`src/rtl/cet_pkg.sv`:
```
package cet_pkg;
    typedef enum logic [1:0] {
        DIR_NONE = 2'd0,
        DIR_ADD  = 2'd1,
        DIR_SUB  = 2'd2,
        DIR_RSVD = 2'd3
    } trim_dir_e;

    typedef enum logic {
        ST_RUN  = 1'b0,
        ST_HOLD = 1'b1
    } presc_state_e;
endpackage

```
`src/rtl/cet_regs.sv`:
```
module cet_regs #(
    parameter int CNT_W = 6
) (
    input  logic                   clk,
    input  logic                   rst_n,
    input  logic                   wr_en,
    input  logic                   wr_sel,
    input  logic [CNT_W+1:0]       wr_data,
    output logic [CNT_W-1:0]       cnt_o,
    output cet_pkg::trim_dir_e     dir_o,
    output logic                   short_o,
    output logic                   en_o
);
    import cet_pkg::*;

    localparam int DIR_LSB = CNT_W;
    localparam int EN_BIT  = 4;
    localparam int SEL_BIT = 5;

    logic [CNT_W-1:0] cnt_q;
    trim_dir_e        dir_q;
    logic             short_q;
    logic             en_q;

    always_ff @(posedge clk) begin
        if (!rst_n) begin
            cnt_q   <= '0;
            dir_q   <= DIR_NONE;
            short_q <= 1'b0;
            en_q    <= 1'b0;
        end else if (wr_en) begin
            if (!wr_sel) begin
                cnt_q <= wr_data[CNT_W-1:0];
                dir_q <= trim_dir_e'(wr_data[DIR_LSB+1:DIR_LSB]);
            end else begin
                en_q <= wr_data[EN_BIT];
                if (dir_q == DIR_NONE)
                    short_q <= wr_data[SEL_BIT];
            end
        end
    end

    assign cnt_o   = cnt_q;
    assign dir_o   = dir_q;
    assign short_o = short_q;
    assign en_o    = en_q;


    sel_locked_chk: assert property (@(posedge clk) disable iff (!rst_n)
        (wr_en && wr_sel && dir_q != DIR_NONE) |=> $stable(short_q));
endmodule

```
`src/rtl/cet_interval.sv`:
```
module cet_interval #(
    parameter int SHORT_SECS = 10,
    parameter int LONG_SECS  = 60
) (
    input  logic clk,
    input  logic rst_n,
    input  logic wrap_i,
    input  logic short_i,
    output logic boundary_o
);
    localparam int MAX_SECS = (LONG_SECS > SHORT_SECS) ? LONG_SECS : SHORT_SECS;
    localparam int SEC_W    = $clog2(MAX_SECS + 1);
    localparam logic [SEC_W-1:0] SHORT_LAST = SEC_W'(SHORT_SECS - 1);
    localparam logic [SEC_W-1:0] LONG_LAST  = SEC_W'(LONG_SECS - 1);
    localparam logic [SEC_W-1:0] MAX_LAST   = SEC_W'(MAX_SECS - 1);

    logic [SEC_W-1:0] sec_q;
    logic [SEC_W-1:0] last_sec;

    always_comb begin
        last_sec   = short_i ? SHORT_LAST : LONG_LAST;
        boundary_o = (sec_q >= last_sec);
    end

    always_ff @(posedge clk) begin
        if (!rst_n)
            sec_q <= '0;
        else if (wrap_i)
            sec_q <= boundary_o ? '0 : sec_q + 1'b1;
    end


    sec_range_chk: assert property (@(posedge clk) disable iff (!rst_n)
        sec_q <= MAX_LAST);


    sec_restart_chk: assert property (@(posedge clk) disable iff (!rst_n)
        (wrap_i && boundary_o) |=> sec_q == '0);
endmodule

```
`src/rtl/cet_presc.sv`:
```
module cet_presc #(
    parameter int PRESC_DIV = 32768,
    parameter int CNT_W     = 6
) (
    input  logic               clk,
    input  logic               rst_n,
    input  logic               osc_tick_i,
    input  logic               boundary_i,
    input  logic               en_i,
    input  cet_pkg::trim_dir_e dir_i,
    input  logic [CNT_W-1:0]   cnt_i,
    output logic               wrap_o,
    output logic               sec_pulse_o
);
    import cet_pkg::*;

    localparam int PW = $clog2(PRESC_DIV);
    localparam logic [PW-1:0] PSC_LAST = PW'(PRESC_DIV - 1);

    presc_state_e     state_q, state_d;
    logic [PW-1:0]    psc_q;
    logic [CNT_W-1:0] hold_q;
    logic             pulse_q;
    logic             wrap, apply, do_add, do_sub;

    // next-state logic
    always_comb begin
        state_d = state_q;
        unique case (state_q)
            ST_RUN:  if (do_sub) state_d = ST_HOLD;
            ST_HOLD: if (osc_tick_i && hold_q == CNT_W'(1)) state_d = ST_RUN;
        endcase
    end

    // state register
    always_ff @(posedge clk) begin
        if (!rst_n) state_q <= ST_RUN;
        else        state_q <= state_d;
    end

    // output and strobe decode
    always_comb begin
        wrap   = (state_q == ST_RUN) && osc_tick_i && (psc_q == PSC_LAST);
        apply  = wrap && boundary_i && en_i;
        do_add = apply && (dir_i == DIR_ADD);
        do_sub = apply && (dir_i == DIR_SUB) && (cnt_i != '0);
        wrap_o      = wrap;
        sec_pulse_o = pulse_q;
    end

    // divider datapath
    always_ff @(posedge clk) begin
        if (!rst_n) begin
            psc_q   <= '0;
            hold_q  <= '0;
            pulse_q <= 1'b0;
        end else begin
            pulse_q <= wrap;
            if (wrap)
                psc_q <= do_add ? PW'(cnt_i) : '0;
            else if (state_q == ST_RUN && osc_tick_i)
                psc_q <= psc_q + 1'b1;
            if (do_sub)
                hold_q <= cnt_i;
            else if (state_q == ST_HOLD && osc_tick_i)
                hold_q <= hold_q - 1'b1;
        end
    end


    hold_freeze_chk: assert property (@(posedge clk) disable iff (!rst_n)
        (state_q == ST_HOLD) |=> $stable(psc_q));


    hold_nonzero_chk: assert property (@(posedge clk) disable iff (!rst_n)
        (state_q == ST_HOLD) |-> hold_q != '0);


    psc_range_chk: assert property (@(posedge clk) disable iff (!rst_n)
        psc_q <= PSC_LAST);


    pulse_single_chk: assert property (@(posedge clk) disable iff (!rst_n)
        pulse_q |=> !pulse_q);
endmodule

```
`src/rtl/clk_err_trimmer.sv`:
```
module clk_err_trimmer #(
    parameter int PRESC_DIV  = 32768,
    parameter int SHORT_SECS = 10,
    parameter int LONG_SECS  = 60,
    parameter int CNT_W      = 6
) (
    input  logic             clk,
    input  logic             rst_n,
    input  logic             osc_tick,
    input  logic             wr_en,
    input  logic             wr_sel,
    input  logic [CNT_W+1:0] wr_data,
    output logic [CNT_W+1:0] trim_reg_o,
    output logic             short_mode_o,
    output logic             auto_en_o,
    output logic             sec_pulse_o
);
    import cet_pkg::*;

    logic [CNT_W-1:0] cnt;
    trim_dir_e        dir;
    logic             short_sel, en;
    logic             wrap, boundary;

    cet_regs #(.CNT_W(CNT_W)) u_regs (
        .clk(clk), .rst_n(rst_n), .wr_en(wr_en), .wr_sel(wr_sel),
        .wr_data(wr_data), .cnt_o(cnt), .dir_o(dir),
        .short_o(short_sel), .en_o(en)
    );

    cet_interval #(.SHORT_SECS(SHORT_SECS), .LONG_SECS(LONG_SECS)) u_intv (
        .clk(clk), .rst_n(rst_n), .wrap_i(wrap), .short_i(short_sel),
        .boundary_o(boundary)
    );

    cet_presc #(.PRESC_DIV(PRESC_DIV), .CNT_W(CNT_W)) u_presc (
        .clk(clk), .rst_n(rst_n), .osc_tick_i(osc_tick),
        .boundary_i(boundary), .en_i(en), .dir_i(dir), .cnt_i(cnt),
        .wrap_o(wrap), .sec_pulse_o(sec_pulse_o)
    );

    assign trim_reg_o   = {dir, cnt};
    assign short_mode_o = short_sel;
    assign auto_en_o    = en;


    pulse_after_wrap_chk: assert property (@(posedge clk) disable iff (!rst_n)
        wrap |=> sec_pulse_o);
endmodule

```
`config.mk`:
```
export PLATFORM = sky130hd
export DESIGN_NAME = clk_err_trimmer
export DESIGN_NICKNAME = d
export VERILOG_FILES = /design/src/rtl/cet_pkg.sv /design/src/rtl/cet_regs.sv /design/src/rtl/cet_interval.sv /design/src/rtl/cet_presc.sv /design/src/rtl/clk_err_trimmer.sv
export SDC_FILE = /design/constraint.sdc
export NUM_CORES = 1
export LEC_CHECK = 0
export BUFFER_PORTS_ARGS = -buffer_cell sky130_fd_sc_hd__buf_2
export CAP_MARGIN = 20
export CORE_MARGIN = 1.5
export CORE_UTILIZATION = 57
export CTS_CLUSTER_SIZE = 20
export DETAILED_ROUTE_END_ITERATION = 10
export GPL_ROUTABILITY_DRIVEN = 0
export PLACE_DENSITY = 0.79
export SYNTH_ARGS = -nofsm -noshare
export SYNTH_HDL_FRONTEND = slang
export SYNTH_SLANG_ARGS = --single-unit
```
`constraint.sdc`:
```
create_clock -name clk -period 2.6 [get_ports clk]
set_input_delay 0.13 -clock clk [delete_from_list [all_inputs] [get_ports clk]]
set_output_delay 0.13 -clock clk [all_outputs]
set_load 0.005 [all_outputs]
```
# == Yosys cells after proc, flatten, opt, wreduce, memory -nomap -nowiden ==
# Cells that the tools add are included.
# totals
regBits,39
in_bits,13
word_cells,45
output_inout_bits,11
# op_classes
mux,10
bitwise,2
n_eq_ne,4
order_cmp,1
reduce_logical,16
add_sub_neg,3
# op_table
cell,n
2-to-1 mux 15 bit,2
2-to-1 mux 6 bit,5
"adder 15 x 1 -> 15 bit, second input constant",1
"equality test 15 bit, second input constant",1
logical AND 1 bit,9
"adder 6 x 1 -> 6 bit, second input constant",1
"equality test 6 x 1 -> 1 bit, second input constant",1
>= comparator 6 bit,1
nonzero test 6 bit,1
"subtractor 6 x 1 -> 6 bit, second input constant",1
AND reduction 2 bit,2
nonzero test 2 bit,2
AND reduction 3 bit,1
"equality test 2 x 1 -> 1 bit, second input constant",1
"equality test 2 bit, second input constant",1
zero test 2 bit,1
2-to-1 mux 1 bit,2
inverter 1 bit,2
one-hot mux 1 bit (2 select lines),1

# == Depth between registers and ports, before layout ==
# Gate-level depths: netlist of run 1.
# logic_depth
ltp_word,9
mapped_depth,8
mapped_depth_nobuf,6

# == Cells and area by module ==
# A second synthesis of run 1 with hierarchy kept.
# unflattened
cells_unflattened,231
area_unflattened_um2,2030.7
# by_module_without_submodules
mod,instances,seq_area_each_um2,cells_each,area_per_inst_um2
cet_presc,1,460.4,142,1218.7
cet_interval,1,120.1,43,415.4
cet_regs,1,200.2,46,396.6

# == Worst setup path before layout of run 1 ==
# Ideal clock, no wire load.
# synth_path
path_kind,register to register
startpoint,register u_presc.psc_q[0]
endpoint,register u_presc.hold_q[5]
period_less_slack_ns,2.396
stages_incl_launch_ff,9
setup_ns,0.115
path_buffers,2
t_required_ns,2.485
setup_slack_ns,0.204
arrival_time_ns,2.282
path_cell_list,dfxtp_1 > ha_1 > nand4_1 > or4_1 > buf_2 > or4_4 > buf_6 > and3_1 > o21a_1
# synth_between
elab_chain_len,7
word_cells_on_any_way,8
classes_between,1 x eq/ne; 1 x mux; 6 x reduce/logical
# synth_lines
element,line,text
start: declaration,cet_presc.sv:21,logic [PW-1:0] psc_q;
start signal: assignment,cet_presc.sv:60,psc_q <= do_add ? PW'(cnt_i) : '0;
start signal: assignment,cet_presc.sv:62,psc_q <= psc_q + 1'b1;
equality test 15 bit *,cet_presc.sv:43,wrap = (state_q == ST_RUN) && osc_tick_i && (psc_q == PSC_LAST);
logical AND 1 bit *,cet_presc.sv:43,
logical AND 1 bit * (2 in series),cet_presc.sv:44,apply = wrap && boundary_i && en_i;
logical AND 1 bit * (2 in series),cet_presc.sv:46,do_sub = apply && (dir_i == DIR_SUB) && (cnt_i != '0);
2-to-1 mux 6 bit / nonzero test 2 bit (equally long branches),--,
end signal: assignment,cet_presc.sv:64,hold_q <= cnt_i;
end signal: assignment,cet_presc.sv:66,hold_q <= hold_q - 1'b1;
end: declaration,cet_presc.sv:22,logic [CNT_W-1:0] hold_q;
# Every way passes the cells marked *; elsewhere a longest branch is shown, timed or not.
# A chain may end at the register's enable or synchronous reset.

# == Worst setup path in the final report of run 1 ==
# Same ends and word-level chain as after synthesis.

==> results_dict.tcl, run 1 <==
set metrics [dict create \
    run_status "finished, final reports clean" \
    vdd_drop_max_mv 0.308 \
    drt_first_pass_iters 4 \
    via_count 1590 \
    largest_net_degree_at_the_start_of_global_routing 31 \
    tritoncts.num_buffers 5 \
    slew_headroom_pct 62.8 \
    power_leakage_nw 0.943 \
    synth-seq-area-share_pct 40.9 \
    hpwlAfterDp_microns 2750 \
    ys_async_sr_fraction_pct 0 \
    finalMaxSlewViolations 0 \
    cts_hold_repair.buffers 0 \
    area_growth_syn_to_layout_pct 12.0 \
    grt_overflow_total 0 \
    yosys_warnings 0 \
    worstPathArrival_ns 2.61 \
    post_place_setup_slack_ns 0.257 \
    timing.fmax_mhz 425 \
    worst_setup_hold_path_clk_slew_ns 0.12 \
    timing.hold.worst.start "wr_data[7]" \
    finalNetCount 262 \
    postSynthNetCount 234 \
    synth_enable_flop_cells 0 \
    die_height_microns 60.9 \
    detail_route.wirelength_microns 3940 \
    criticalPathCategory "reg -> reg" \
    cts-htree-levels 2 \
    critPathMaxFanout 10 \
    cap_viol_max_count 0 \
    clock_sink_count 39 \
    area_of_the_core_sq_um 3130 \
    most_frequent_cells_in_the_layout "dfxtp_1 (39), buf_2 (23), nand2_1 (20), nor2_1 (20)" \
    post-cts-setup-buffer-count 0 \
    layout.cells.most_common "dfxtp_1" \
    num_antenna_cells 0 \
    ffs_latches_synth 39 \
    nFillCells 266 \
    ant_nets 0 \
    final_layout_size_suffix_gt1_share_pct 15.3 \
    mapped_cells 214 \
    finalSetupViolCount 0 \
    route.detailed.wl_per_inst_microns 13.8 \
    metal3_wl_microns 198 \
    totalPowerFinal_mw 1.01 \
    drt_first_iter_violations 77 \
    top_level_ports 24 \
    cts_tree "built" \
    clockBufferDepth 2 \
    timing.final.crit_share_pct 90.5 \
    numPortBuffers 23 \
    timing.critical_path.required_ns 2.86 \
    ys_dominant_reg_cell "dfxtp_1" \
    clock_latency_ns 0.34 \
    fin_skew_ns 0.0146 \
    cts_resized 0 \
    first_global_vias 1432 \
    hold_class "in -> reg" \
    setup_repair_after_global_routing_missed_its_margin "false" \
    syn_area_per_cell_sq_um 8.92 \
    finalWorstPathRequiredPeriod_ns 2.35 \
    fin_setup_tns_ns 0 \
    route.layer.met1.wl_microns 1830 \
    synth.lib_cells_used.distinct 36 \
    worstReg2RegStart "u_presc.psc_q[0]" \
    row_count 20 \
    drc 0 \
    topRoutingLayerUsed "met4" \
    setup_ws_ns 0.247 \
    worst_setup_path_startpoint "u_presc.psc_q[0]" \
    power_density_nw_per_um2 473 \
    grt_antenna_before_repair 0 \
    vias_per_std_cell 5.56 \
    global_route_wire_length_before_repair_microns 6330 \
    global_route.usage.total_pct 23.1 \
    routed_met2_length_microns 1870 \
    cp-start-kind "flop" \
    hold_viol 0 \
    die_w_microns 60.9 \
    worst-slew-pin-transition_ns 0.554 \
    cts_root_buf "clkbuf_4" \
    design.die.area_sq_um 3710 \
    starting_density_of_the_core_pct 61.0 \
    end_kind "flop" \
    mappedNetlistArea_sq_um 1910 \
]
[power breakdown]
part           switching, mW  leakage [nW]  total, mW  internal, mW
Sequential            0.0179         0.316      0.628         0.610
Clock                  0.188        0.0341      0.313         0.125
Combinational         0.0360         0.593     0.0710        0.0349
Total                  0.241         0.943       1.01         0.770
[layout make-up]
type | instances | area, sq um | share of cell area [%]
Multi-Input combinational cell | 163 | 1070 | 50.3
Sequential cell | 39 | 781 | 36.5
Timing Repair Buffer | 28 | 153 | 7.14
Tap cell | 44 | 55.1 | 2.57
Clock buffer | 6 | 51.3 | 2.40
Inverter | 5 | 18.8 | 0.878
Clock inverter | 1 | 5.00 | 0.234
[final timing paths]
kind,endpoint,slack [ns],cells after the start
worst max-delay path,u_presc.hold_q[5],0.25,6
worst min-delay path,u_regs.dir_o[1],0.04,3
worst max register to register,u_presc.hold_q[5],0.25,6
worst min register to register,u_intv.sec_q[1],0.52,2
[cells in the mapped netlist (all sizes together), types with 4 or more instances]
cell,instances,area (sq um)
clkbuf,5,18.8
nand4b,4,50.1
nor2,20,75.1
xnor2,5,43.8
mux2i,10,100
o211a,4,40.0
a21oi,8,40.0
o21ai,12,60.1
nand3,9,45.0
dfxtp,39,781
nand2,20,75.1
ha,7,87.6
nor4,5,31.3
nand4,6,37.5
xor2,12,105
nor2b,12,75.1
inv,5,18.8
nor3,4,20.0
[worst max-delay path, cell delays in order, from the launching register on]
cell	delay (ns)
dfxtp_1	0.39
ha_1	0.22
nand4_1	0.17
or4_1	0.55
or4_4	0.57
and3_1	0.20
o21a_1	0.17
[state kept, by name, indices dropped and copies added (netlist names)]
signal and count:
u_intv.sec_q 6, u_presc.hold_q 6, u_presc.psc_q 15, u_presc.sec_pulse_o 1
u_presc.state_q 1, u_regs.cnt_o 6, u_regs.dir_o 2, u_regs.en_o 1
u_regs.short_o 1
[layer usage]
layer,GRT usage [%],up-vias
met2,37.6,43
met4,8.07,0
met3,4.05,7
li1,-,815
met1,30.8,725
met5,0,-
[kinds of logic after synthesis]
logic type / Yosys count / share of synthesized area [%]
AOI/OAI and AO/OA: 35 / 12.1
xor gates and xnor gates: 17 / 7.80
adders and majority gates: 7 / 4.59
buffers and inverters: 12 / 2.82
DFF: 39 / 40.9
muxes: 10 / 5.24
and+or+nand+nor: 94 / 26.6
[through the flow]
step                cells  util [%]  hold WS (ns)  cell area, sq um
finish                286      68.4        0.0350              2140
global route          286      68.4        0.0244              2140
CTS                   286      68.4        0.0313              2140
detailed placement    279      66.6         0.394              2080
global placement      279      66.6         0.388              2080
floorplan             214         -         0.286              1910
No activity file was read; power rests on OpenSTA's default activity.
==> run 2, diff against run 1 <==
--- a/config.mk
+++ b/config.mk
@@ -8,11 +8,12 @@
 export BUFFER_PORTS_ARGS = -buffer_cell sky130_fd_sc_hd__buf_2
 export CAP_MARGIN = 20
 export CORE_MARGIN = 1.5
-export CORE_UTILIZATION = 57
+export CORE_UTILIZATION = 62
 export CTS_CLUSTER_SIZE = 20
 export DETAILED_ROUTE_END_ITERATION = 10
 export GPL_ROUTABILITY_DRIVEN = 0
-export PLACE_DENSITY = 0.79
+export PLACE_DENSITY = 0.84
 export SYNTH_ARGS = -nofsm -noshare
 export SYNTH_HDL_FRONTEND = slang
+export SYNTH_HIERARCHICAL = 1
 export SYNTH_SLANG_ARGS = --single-unit
==> constraint.sdc (replaced) <==
create_clock -name clk -period 2.8 [get_ports clk]
set_input_delay 0.14 -clock clk [delete_from_list [all_inputs] [get_ports clk]]
set_output_delay 0.14 -clock clk [all_outputs]
set_load 0.1 [all_outputs]
==> run 2 against run 1 <==
Against the previous run: via count rose by 9.3%; register-to-register slack got worse by 0.02 ns; worst hold slack got worse by 0.0084 ns; fmax fell by 8.5%.
==> results_dict.tcl, run 2 <==
set metrics [dict create \
    hold_ws_ns 0.0266 \
    finalWorstPathRequiredPeriod_ns 2.57 \
    cts_root_buf "clkbuf_4" \
    global_route.usage.total_pct 25.7 \
    vias_per_std_cell 5.79 \
    synth.lib_cells_used.distinct 56 \
    numPortBuffers 23 \
    cts_hold_repair.buffers 0 \
    vdd_drop_max_mv 0.348 \
    syn_area_per_cell_sq_um 8.79 \
    synth-seq-area-share_pct 38.4 \
    area_growth_syn_to_layout_pct 10.6 \
    post_place_setup_slack_ns 0.294 \
    critical_path.top_delay_family "compound AO/OA/AOI/OAI gates" \
    ffs_latches_synth 39 \
    power_density_nw_per_um2 466 \
    cts_resized 0 \
    post-cts-setup-buffer-count 0 \
    via_count 1738 \
    top_register "u_presc/psc_q" \
    first_global_vias 1543 \
    timing.critical_path.required_ns 3.09 \
    netSwitchingFraction_pct 26.0 \
    grt_overflow_total 0 \
    critical_path.max_stage_delay_ns 0.50 \
    yosys-top-cells-count "dfxtp_1 (39), nand2_1 (38), nor2_1 (17), nand3_1 (13), a21boi_0 (9)" \
    synth_top_cells_by_area "dfxtp_1 (38%), nand2_1 (7.0%), ha_1 (4.3%)" \
    global_route_wire_length_before_repair_microns 6980 \
    cts_tree "built" \
    netlist.top_cell.by_area "dfxtp_1" \
    worstPathArrival_ns 2.86 \
    route.detailed.wl_per_inst_microns 13.8 \
    row_count 20 \
    path_buf_inv 0 \
    timing.fmax_mhz 389 \
    finalMaxSlewViolations 0 \
    p_int_mw 0.775 \
    criticalPathCategory "reg -> reg" \
    mappedNetlistArea_sq_um 2030 \
    most_frequent_cells_in_the_layout "nand2_1 (38), dfxtp_1 (38), buf_2 (23), nor2_1 (17), nand3_1 (13)" \
    largest_net_degree_at_the_start_of_global_routing 25 \
    tritoncts.num_buffers 5 \
    ant_nets 0 \
    synth_enable_flop_cells 0 \
    power_leakage_nw 0.889 \
    final_layout_size_suffix_gt1_share_pct 16.8 \
    hpwlAfterDp_microns 3000 \
    drt_first_iter_violations 123 \
    setup_repair_after_global_routing_missed_its_margin "false" \
    die_height_microns 60.2 \
    die_w_microns 60.2 \
    slew_headroom_pct 58.9 \
    fin_util_pct 73.0 \
    detail_route.wirelength_microns 4130 \
    worst_setup_hold_path_clk_slew_ns 0.12 \
    clkPwrFrac_pct 34.5 \
    cap_viol_max_count 0 \
    yosysMostFrequentCell "dfxtp_1" \
    num_antenna_cells 0 \
    combPwrFrac_pct 10.1 \
    drt_first_pass_iters 4 \
    design.die.area_sq_um 3630 \
    cts-htree-levels 2 \
    critPathMaxFanout 7 \
    mapped_cells 231 \
    synth_top_area_share_pct 38.4 \
    setup_ws_ns 0.229 \
    power.net_switching_mw 0.272 \
    clock_latency_ns 0.36 \
    hold_class "in -> reg" \
    ys_async_sr_fraction_pct 0 \
    finalSetupViolCount 0 \
    worst-slew-pin-transition_ns 0.615 \
    run_status "finished, final reports clean" \
    hold_viol 0 \
    yosys_warnings 6 \
    clockBufferDepth 2 \
    cp_cell_sequence "ha_1 -> a2111o_1 -> a31o_4 -> and3_1 -> and4bb_1 -> o311ai_2 -> o311ai_1 -> a21oi_1" \
    drc 0 \
    end_kind "flop" \
    fin_setup_tns_ns 0 \
    cp-start-kind "flop" \
    grt_antenna_before_repair 0 \
    fin_skew_ns 0.0182 \
    largest_reg_flops 15 \
    clock_sink_count 39 \
    starting_density_of_the_core_pct 66.0 \
    max_stage_delay_cell_worst_path "a2111o_1" \
    postSynthNetCount 251 \
    ys_dominant_reg_cell "dfxtp_1" \
    timing.final.crit_share_pct 91.8 \
    p_seq_share_pct 55.3 \
    area_of_the_core_sq_um 3080 \
    finalNetCount 276 \
    top_level_ports 24 \
]
run 2: metrics by stage:
| step | power (mW) | instances | cell area (sq um) |
|---|---|---|---|
| 3_3_place_gp | 0.696 | 293 | 2170 |
| 6_report | 1.05 | 300 | 2250 |
| 4_1_cts | 1.05 | 300 | 2250 |
| 3_5_place_dp | 0.698 | 293 | 2170 |
| 5_1_grt | 1.09 | 300 | 2250 |
| 2_1_floorplan | 0.671 | 231 | 2030 |
run 2: cells by family (layout without fill, tap and decap cells):
kind of cell / Yosys count / count (layout) / synth area share, %
buf+inv: 14 / 39 / 3.20
xor+xnor: 12 / 12 / 5.18
mux: 3 / 3 / 1.54
fa+ha+maj: 7 / 7 / 4.31
flops: 39 / 39 / 38.4
compound gates: 53 / 53 / 20.2
simple gates: 103 / 103 / 27.1
run 2: power by group through the flow:
stage,clock (mW),combinational [mW],sequential [mW]
finish,0.362,0.106,0.580
global route,0.393,0.114,0.582
CTS,0.368,0.106,0.580
detailed placement,0,0.106,0.592
global placement,0,0.104,0.592
floorplan,0,0.0351,0.636
run 2: metal layers:
layer | up-vias | part of all wire, % | track usage (%)
met1 | 802 | 48 | 35.1
met5 | - | 0 | 0
met2 | 45 | 45 | 39.0
met3 | 6 | 6.2 | 6.93
met4 | 0 | 1.2 | 8.57
li1 | 885 | - | -
run 2: path summary, 6_finish.rpt:
path / depth (start not counted) / slack [ns] / start / to
worst max-delay path: 8 / 0.23 / u_intv/sec_q[1] / u_presc/hold_q[4]
worst min-delay path: 3 / 0.03 / wr_data[3] / u_regs/cnt_o[3]
worst max register to register: 8 / 0.23 / u_intv/sec_q[1] / u_presc/hold_q[4]
worst min register to register: 2 / 0.50 / u_presc/hold_q[4] / u_presc/hold_q[4]
run 2: layout make-up:
cell class              count  area (sq um)
multi-input cells         178          1180
clock buffers               6          41.3
well taps                  44          55.1
clock inverters             1          30.0
repair buffers             24           123
fillers                   262           832
flip-flops and latches     39           782
inverters                   8          30.0
run 2: worst reg2reg max path, cell delays in order (launching register included):
cell,delay [ns]
dfxtp_1,0.44
ha_1,0.27
a2111o_1,0.50
a31o_4,0.30
and3_1,0.17
and4bb_1,0.25
o311ai_2,0.20
o311ai_1,0.21
a21oi_1,0.16
